===== src/rtl/wave_readout_addr.sv =====
module wave_readout_addr #(
  parameter int CELLS = 1024,
  parameter int CHW   = 4,
  localparam int CW   = $clog2(8 * CELLS),
  localparam int AW   = CW + CHW
) (
  input  logic           clk,
  input  logic           rst_n,
  input  logic           start,
  input  logic           rotate,
  input  logic [CHW-1:0] first_chn,
  input  logic [CHW-1:0] last_chn,
  input  logic [7:0]     casc_cfg,
  input  logic [CW-1:0]  stop_cell,
  output logic           busy,
  output logic [CW-1:0]  cell_idx,
  output logic [CHW-1:0] chan_addr,
  output logic [AW-1:0]  ram_addr,
  output logic           ram_we,
  output logic           done
);
  localparam logic [CW-1:0] M8 = CW'(8 * CELLS - 1);
  localparam logic [CW-1:0] M4 = CW'(4 * CELLS - 1);
  localparam logic [CW-1:0] M2 = CW'(2 * CELLS - 1);
  localparam logic [CW-1:0] M1 = CW'(CELLS - 1);

  logic           run, done_q;
  logic [CW-1:0]  mask_q, base_q, cell_q, cnt_q;
  logic [CHW-1:0] chan_q, last_q;
  logic [AW-1:0]  addr_q;
  logic [CW-1:0]  mask_sel, base_sel;

  always_comb begin
    case (casc_cfg)
      8'h01:   mask_sel = M8;
      8'h11:   mask_sel = M4;
      8'h33:   mask_sel = M2;
      default: mask_sel = M1;
    endcase
  end

  assign base_sel = rotate ? (stop_cell & mask_sel) : '0;

  always_ff @(posedge clk or negedge rst_n) begin
    if (!rst_n) begin
      run    <= 1'b0;
      done_q <= 1'b0;
      mask_q <= '0;
      base_q <= '0;
      cell_q <= '0;
      cnt_q  <= '0;
      chan_q <= '0;
      last_q <= '0;
      addr_q <= '0;
    end else begin
      done_q <= 1'b0;
      if (!run) begin
        if (start) begin
          run    <= 1'b1;
          mask_q <= mask_sel;
          base_q <= base_sel;
          cell_q <= base_sel;
          cnt_q  <= '0;
          chan_q <= first_chn;
          last_q <= (last_chn < first_chn) ? first_chn : last_chn;
          addr_q <= '0;
        end
      end else begin
        addr_q <= addr_q + AW'(1);
        if (cnt_q == mask_q) begin
          cnt_q  <= '0;
          cell_q <= base_q;
          if (chan_q == last_q) begin
            run    <= 1'b0;
            done_q <= 1'b1;
          end else begin
            chan_q <= chan_q + CHW'(1);
          end
        end else begin
          cnt_q  <= cnt_q + CW'(1);
          cell_q <= (cell_q + CW'(1)) & mask_q;
        end
      end
    end
  end

  assign busy      = run;
  assign ram_we    = run;
  assign done      = done_q;
  assign cell_idx  = cell_q;
  assign chan_addr = chan_q;
  assign ram_addr  = addr_q;
endmodule


===== config.mk =====
export PLATFORM = sky130hd
export DESIGN_NAME = wave_readout_addr
export DESIGN_NICKNAME = d
export VERILOG_FILES = /design/src/rtl/wave_readout_addr.sv
export SDC_FILE = /design/constraint.sdc
export NUM_CORES = 1
export LEC_CHECK = 0
export BUFFER_PORTS_ARGS = -buffer_cell sky130_fd_sc_hd__buf_4
export CAP_MARGIN = 20
export CORE_MARGIN = 2
export CORE_UTILIZATION = 50
export DETAILED_ROUTE_END_ITERATION = 7
export PLACE_DENSITY_LB_ADDON = 0.1
export SYNTH_ARGS = -nofsm -noshare
export SYNTH_HDL_FRONTEND = slang
export SYNTH_SLANG_ARGS = --single-unit

===== constraint.sdc =====
create_clock -name clk -period 3.65 [get_ports clk]
set_input_delay 1.095 -clock clk [delete_from_list [all_inputs] [get_ports clk]]
set_output_delay 1.095 -clock clk [all_outputs]
set_load 0.01 [all_outputs]

# Word level (Yosys, flattened, before mapping)
# Index checks and enable logic that the tools add are counted.
word_totals:
  ff_bits: 79
  latch_bits: 0
  mem_bits_rw: 0
  mem_bits_ro: 0
  inputBits: 33
  out_inout_bits: 37
  word_cells: 49
  memories: 0
op_classes:
  add_sub_neg: 4
  multipliers: 0
  div_mod_pow: 0
  n_lt_le_gt_ge: 1
  eq_ne: 7
  shift: 0
  muxes: 22
  bitwise_logic: 3
  n_reduce_logical: 3
ops:
  columns: ["op", "count"]
  rows:
  - ["$mux 13", 7]
  - ["$pmux 13 s3", 1]
  - ["$mux 17", 2]
  - ["$add 13x1->13 const B", 2]
  - ["$and 13x13->13", 2]
  - ["$mux 4", 5]
  - ["$add 17x1->17 const B", 1]
  - ["$eq 13x13->1", 1]
  - ["$eq 8x1->1 const B", 1]
  - ["$eq 8x5->1 const B", 1]
  - ["$eq 8x6->1 const B", 1]
  - ["$mux 1", 7]
  - ["$add 4x1->4 const B", 1]
  - ["$eq 4x4->1", 1]
  - ["$lt 4x4->1", 1]
  - ["$reduce_and 3->1", 1]
  - ["$ne 2x1->1 const B", 1]
  - ["$ne 2x2->1 const B", 1]
  - ["$reduce_and 2->1", 1]
  - ["$reduce_bool 2->1", 1]
  - ["$not 1->1", 1]

# Depth between registers and ports, before layout
# Gate-level depths: netlist of the first run.
logic_depth:
  depth_word: 6
  ltp_mapped: 8
  ltp_nobuf: 6

# Least setup slack after synthesis of the first run
# Ideal clock, no wire load.
synth_path:
  path_kind: "in2reg"
  start: "input first_chn[3]"
  end: "register last_q[0]"
  setup_time_ns: 0.135
  arrival_time_ns: 2.108
  required_ns: 3.515
  setup_slack_ns: 1.407
  cell_stages: 6
  n_path_buf: 0
  cell_sequence: "inv_1 > ha_1 > nand2_1 > o21ai_0 > mux2i_1 > o21ai_0"
synth_via:
  elab_chain_len: 2
synth_rtl:
  columns: ["item", "line_no", "text"]
  rows:
  - ["start: declaration", "11", "input logic [CHW-1:0] first_chn,"]
  - ["$lt 4x4->1", "65", "last_q <= (last_chn < first_chn) ? first_chn : last_chn;"]
  - ["$mux 4", "65", null]
  - ["end signal: assignment", "65", null]
  - ["end: declaration", "29", "logic [CHW-1:0] chan_q, last_q;"]
# Every way passes these cells.
# A chain may end at the register's enable or synchronous reset.

# Worst setup path after layout of the first run
layout_path:
  start: "register run, in the netlist busy"
  end: "output busy"
layout_rtl:
  columns: ["item", "line_no", "text"]
  rows:
  - ["start: declaration", "27", "logic run, done_q;"]
  - ["start signal: assignment", "46", "run <= 1'b0;"]
  - ["start signal: assignment", "59", "run <= 1'b1;"]
  - ["start signal: assignment", "74", "run <= 1'b0;"]
  - ["end: declaration", "15", "output logic busy,"]
# No word-level cell between the ends.

==> impl_metrics.env, run 1 <==
export IMPL_grt_pass1_vias=3119
export IMPL_clk_latency_ps=350
export IMPL_nets=498
export IMPL_wl_per_cell_um=15.54
export IMPL_vdd_ir_drop_max_uv=344.8
export IMPL_use_met1_pct=31.31
export IMPL_n_fill_cell=659
export IMPL_diodes=0
export IMPL_cts_num_sinks=70
export IMPL_drt_iter0_drc=160
export IMPL_routabilityCongestion=0.8143
export IMPL_rows=31
export IMPL_antenna_found_initial=0
export IMPL_fp_dieArea_sq_mm=0.008282
export IMPL_final_common_cell="buf_4"
export IMPL_crit_arrival_ps=1250
export IMPL_worstHoldPathType="reg -> reg"
export IMPL_dr_total_vias=3261
export IMPL_grt_ovfl_total=0
export IMPL_final_layout_size_suffix_gt1_share_pct=20.95
export IMPL_dpl_cell_count=546
export IMPL_clk_pin_slew_ps=80
export IMPL_ys_types=54
export IMPL_synth_nets=436
export IMPL_cts_buffer_depth=2
export IMPL_layout_common_cells="buf_4 (73), dfrtp_1 (70), nand2_1 (50), nand3_1 (36), o21ai_0 (26)"
export IMPL_crit_required_ps=2550
export IMPL_met3_usage_pct=3.734
export IMPL_drtAntennaViolNets=0
export IMPL_hold_violations=0
export IMPL_final_core_util_pct=62.47
export IMPL_fin_tns_setup_ps=0
export IMPL_crit_type="reg -> out"
export IMPL_outcome="complete, no violations"
export IMPL_cts_htree_levels=3
export IMPL_vias_per_cell=5.802
export IMPL_critPathBufInv=2
export IMPL_fin_cells=562
export IMPL_place_port_buffers=69
export IMPL_track_usage_pct=22.42
export IMPL_max_stage_delay_ps=360
export IMPL_fin_crit_sh_pct=64.19
export IMPL_syn_to_final_growth_pct=20.36
export IMPL_critPathCaptureType="output pin"
export IMPL_ys_ff_latch=70
export IMPL_root_buffer="clkbuf_8"
export IMPL_synthArstFlopShare_pct=100.0
export IMPL_io_pins=70
export IMPL_skew_ps=11.81
export IMPL_postPlaceCellArea_sq_mm=0.004355
export IMPL_worstPathCellList="buf_4 > buf_4"
export IMPL_post_cts_resized=0
export IMPL_syn_area_sq_mm=0.003785
export IMPL_dp_hpwl_um=6087
export IMPL_die_y_um=91.01
export IMPL_max_cap_violations=0
export IMPL_finalMaxSlewViolations=0
export IMPL_rsz0062_at_grt="no"
export IMPL_slowest_stage="buf_4"
export IMPL_ys_flop_type="dfrtp_1"
export IMPL_synth_area_top_cells="dfrtp_1 (46%), nand2_1 (5.0%), nand3_1 (4.8%)"
export IMPL_die_w_um=91.01
export IMPL_first_pass_iters=4
export IMPL_cp_top_family="buffers and inverters"
export IMPL_cts_tree="yes"
export IMPL_place_ws_ps=1093
export IMPL_total_leakage_power_nw=2.091
export IMPL_grt_first_pass_wirelength_um=15080
export IMPL_cp_max_fo=37
export IMPL_numCtsBuffers=9
export IMPL_avgSynthCellArea_sq_um=9.558
export IMPL_routed_wl_um=8735
export IMPL_tightest_slew_ps=876.7
export IMPL_design_area_sq_mm=0.004556
export IMPL_power_density_mw_per_mm2=528.1
export IMPL_start_kind="register"
export IMPL_timing_final_ws_setup_ps=1307
export IMPL_path_common_cell="buf_4"
export IMPL_synth_edf_count=0
export IMPL_grt_busiest_layer="met2"
export IMPL_met2_usage_pct=34.81
export IMPL_core_sq_mm=0.007292
export IMPL_postCtsSetupBuffers=0
export IMPL_start_util_pct=51.90
export IMPL_yosysWarningCount=0
export IMPL_fin_crit_ps=2343
export IMPL_yosysSeqAreaShare_pct=46.28
export IMPL_fmax_mhz=426.8
export IMPL_netlist_instances=396
export IMPL_synth_top_area_share_pct=46.28
export IMPL_ctsHoldBuffers=0
export IMPL_grt_start_max_net_pins=71
export IMPL_setup_violations=0
export IMPL_relSlewSlack_pct=41.55
export IMPL_synth_top_area_cell="dfrtp_1"
export IMPL_drc=0
[synthesized netlist by cell type, types with 4 or more instances]
cell      number
xnor2_1       11
or4_1          4
nor4_1         5
nor3_1         5
dfrtp_1       70
o21ai_0       26
nand4_1       12
ha_1           7
o31ai_1        5
nor2_1        15
inv_1         12
clkbuf_1      14
a22oi_1        5
xor2_1         8
mux2i_1        9
o211ai_1       7
a22o_1        16
o22ai_1        5
nand3_1       36
a221o_1        6
nand2b_1       5
nand2_1       50
a21o_1         6
a31oi_1        4
and3_1         9
[layer usage]
metal / vias to the layer above / wire length, um
li1: 1608 / -
met1: 1556 / 4121
met2: 90 / 4071
met3: 7 / 448
met4: 0 / 93
met5: - / 0
[through the flow]
stage / hold WS, ps / power (mW)
after floorplan: 446.3 / 1.502
after global placement: 458.6 / 1.763
after detailed placement: 462.7 / 1.785
after CTS: 482.7 / 2.420
after global routing: 500.3 / 2.561
final: 485.7 / 2.406
[kinds of logic (layout without fill, tap and decap cells)]
| group | after synthesis | count (layout) | share of synthesized area [%] |
|---|---|---|---|
| AND/OR/NAND/NOR | 157 | 157 | 21.22 |
| buffers and inverters | 34 | 101 | 3.867 |
| adder cells (fa/ha/maj) | 7 | 7 | 2.314 |
| XOR/XNOR | 19 | 19 | 4.397 |
| multiplexers | 10 | 10 | 2.678 |
| flip-flops | 70 | 70 | 46.28 |
| AO/OA/AOI/OAI | 99 | 99 | 19.24 |
[where the power goes]
part | switching, mW | leakage [nW] | total (mW) | internal, mW
clock network | 0.300 | 0.0955 | 0.634 | 0.334
registers | 0.215 | 0.886 | 1.14 | 0.930
logic | 0.298 | 1.11 | 0.627 | 0.329
total | 0.813 | 2.09 | 2.41 | 1.59
[cell type report]
| type | count | area, sq um | area share [%] |
|---|---|---|---|
| clock buffer | 11 | 141.4 | 3.104 |
| inverter | 12 | 45.04 | 0.9887 |
| tap | 99 | 123.9 | 2.719 |
| multi-input combinational | 292 | 1887 | 41.42 |
| clock inverter | 5 | 58.81 | 1.291 |
| timing repair buffer | 73 | 548.0 | 12.03 |
| sequential | 70 | 1752 | 38.45 |
[path summary, 6_finish.rpt]
check                                          end  slack (ps)                   start  cells after the start
min in group asynchronous     cnt_q[4]$_DFFE_PN0P_         840                   rst_n                      1
min                         base_q[11]$_DFFE_PN0P_         490  base_q[11]$_DFFE_PN0P_                      2
max                                           busy        1310          busy$_DFF_PN0_                      2
max in group asynchronous  ram_addr[1]$_DFFE_PN0P_        2210                   rst_n                      1
max reg2reg                  cnt_q[10]$_DFFE_PN0P_        1400    cnt_q[9]$_DFFE_PN0P_                      5
min reg2reg                 base_q[11]$_DFFE_PN0P_         490  base_q[11]$_DFFE_PN0P_                      2
[worst reg2reg max path, cell delays in order (launching register included)]
cell and delay [ps]:
dfrtp_1 450, and3_1 230, o2111ai_2 260, a21o_1 570
nand2_1 330, o311ai_1 320
[state kept, by name (all words and copies together), names as in the netlist, 4 cells and up]
register,cells
base_q,13
cell_idx,13
chan_addr,4
cnt_q,13
last_q,4
mask_q,4
ram_addr,17
Note: power is estimated with default switching activity, not from simulation.
==> inputs of run 2 (changes only) <==
Clock period 3.65 ns to 2 ns, I/O delays scaled along.
==> impl_metrics.env, run 2 (synthesis results as in run 1) <==
export IMPL_fp_dieArea_sq_mm=0.008282
export IMPL_fin_tns_setup_ps=0
export IMPL_worstPathCellList="buf_4 > buf_4"
export IMPL_antenna_found_initial=0
export IMPL_max_cap_violations=0
export IMPL_endpoint="busy"
export IMPL_root_buffer="clkbuf_8"
export IMPL_start_util_pct=51.90
export IMPL_start_kind="register"
export IMPL_cts_tree="yes"
export IMPL_rrSetupSlack_ps=150
export IMPL_ctsHoldBuffers=0
export IMPL_rsz0062_at_grt="no"
export IMPL_ff2ff_path_depth=6
export IMPL_track_usage_pct=23.64
export IMPL_core_sq_mm=0.007292
export IMPL_total_leakage_power_nw=2.188
export IMPL_layout_common_cells="buf_4 (91), dfrtp_1 (69), nand2_1 (50), nand3_1 (36), o21ai_0 (26)"
export IMPL_fin_crit_ps=1874
export IMPL_numCtsBuffers=9
export IMPL_io_pins=70
export IMPL_path_common_cell="buf_4"
export IMPL_grt_first_pass_wirelength_um=15750
export IMPL_drtAntennaViolNets=0
export IMPL_critPathBufInv=2
export IMPL_tightest_slew_ps=505.9
export IMPL_clk_latency_ps=340
export IMPL_place_port_buffers=69
export IMPL_slowest_stage="dfrtp_2"
export IMPL_crit_type="reg -> out"
export IMPL_diodes=0
export IMPL_wl_per_cell_um=16.05
export IMPL_clk_pin_slew_ps=70
export IMPL_crit_arrival_ps=1270
export IMPL_cts_buffer_depth=2
export IMPL_critPathCaptureType="output pin"
export IMPL_crit_required_ps=1400
export IMPL_postPlaceCellArea_sq_mm=0.004531
export IMPL_p_sw_share_pct=33.91
export IMPL_place_ws_ps=13.96
export IMPL_final_common_cell="buf_4"
export IMPL_routabilityCongestion=0.7986
export IMPL_routed_wl_um=9325
export IMPL_drc=0
export IMPL_grt_pass1_vias=3330
export IMPL_vdd_ir_drop_max_uv=665.0
export IMPL_pwr_share_clk_pct=23.7
export IMPL_worstHoldPathType="in -> async"
export IMPL_design_area_sq_mm=0.004700
export IMPL_finalMaxSlewViolations=0
export IMPL_seq_power_share_pct=47.2
export IMPL_fin_crit_sh_pct=93.68
export IMPL_first_pass_iters=4
export IMPL_hold_violations=0
export IMPL_nets=518
export IMPL_fmax_mhz=533.7
export IMPL_skew_ps=5.999
export IMPL_crit_reg2reg_launch="cnt_q[2]$_DFFE_PN0P_"
export IMPL_final_layout_size_suffix_gt1_share_pct=23.86
export IMPL_power_density_mw_per_mm2=924.3
export IMPL_die_w_um=91.01
export IMPL_worstReg2RegEnd="chan_addr[0]$_DFFE_PN0P_"
export IMPL_cp_top_family="flip-flops"
export IMPL_crit_start="busy$_DFF_PN0_"
export IMPL_p_sw_mw=1.473
export IMPL_die_y_um=91.01
export IMPL_largest_register_ffs=17
export IMPL_comb_power_share_pct=29.1
export IMPL_cp_depth=2
export IMPL_vias_per_cell=5.867
export IMPL_dr_total_vias=3409
export IMPL_relSlewSlack_pct=65.92
export IMPL_drt_iter0_drc=202
export IMPL_postCtsSetupBuffers=0
export IMPL_max_stage_delay_ps=470
export IMPL_setup_violations=0
export IMPL_cp_max_fo=20
export IMPL_timing_final_ws_setup_ps=126.4
export IMPL_rows=31
export IMPL_outcome="complete, no violations"
export IMPL_grt_ovfl_total=0
export IMPL_intPower_mw=2.871
export IMPL_grt_start_max_net_pins=71
export IMPL_dp_hpwl_um=6549
export IMPL_syn_to_final_growth_pct=24.17
export IMPL_cts_htree_levels=3
export IMPL_cts_num_sinks=70
run 2: what timing repair did:
action / in CTS / in global routing
endpoints found under the hold margin: 0 / 0
setup endpoints to repair: 0 / 2
gates resized for setup: 0 / 1
run 2: cell type report:
class	count	area [sq um]
Clock buffer	14	162.7
Fill cell	659	2592
Clock inverter	1	5.005
Sequential cell	70	1753
Multi-Input combinational cell	292	1887
Inverter	12	45.04
Timing Repair Buffer	93	723.2
Tap cell	99	123.9
run 2: routing by layer:
metal | track usage (%) | up-vias | wire length, um
li1 | - | 1643 | -
met1 | 31.17 | 1658 | 4290
met2 | 38.15 | 88 | 4342
met3 | 5.726 | 20 | 508
met4 | 8.333 | 0 | 183
met5 | 0 | - | 0
run 2: worst min-delay path by stage:
stage / startpoint / endpoint / slack (ps)
floorplan: rst_n / base_q[0]$_DFFE_PN0P_ / 300
global placement: base_q[11]$_DFFE_PN0P_ / base_q[11]$_DFFE_PN0P_ / 460
detailed placement: base_q[11]$_DFFE_PN0P_ / base_q[11]$_DFFE_PN0P_ / 460
CTS: rst_n / cnt_q[4]$_DFFE_PN0P_ / 270
global route: rst_n / cnt_q[4]$_DFFE_PN0P_ / 280
finish: rst_n / cnt_q[4]$_DFFE_PN0P_ / 250
run 2: stage by stage:
| stage | power [mW] | hold WS [ps] | util, % | cells |
|---|---|---|---|---|
| 6_report | 4.344 | 254.7 | 64.45 | 581 |
| 3_5_place_dp | 3.339 | 463.5 | 62.13 | 566 |
| 5_1_grt | 4.630 | 275.3 | 64.45 | 581 |
| 2_1_floorplan | 2.740 | 304.4 | - | 396 |
| 3_3_place_gp | 3.292 | 459.7 | 62.13 | 566 |
| 4_1_cts | 4.376 | 265.7 | 64.43 | 581 |
run 2: power by group through the flow:
stage / combinational, mW / sequential, mW / clock, mW
after floorplan: 0.645 / 2.10 / 0
after global placement: 1.23 / 2.06 / 0
after detailed placement: 1.27 / 2.07 / 0
after CTS: 1.28 / 2.05 / 1.05
after global routing: 1.42 / 2.10 / 1.11
final: 1.26 / 2.05 / 1.03
run 2: worst reg2reg max path, delay by kind of cell, from the launching register on:
kind | cells | cell delay (ps)
compound gates | 1 | 240
buf+inv | 1 | 170
flops | 1 | 430
simple gates | 4 | 950
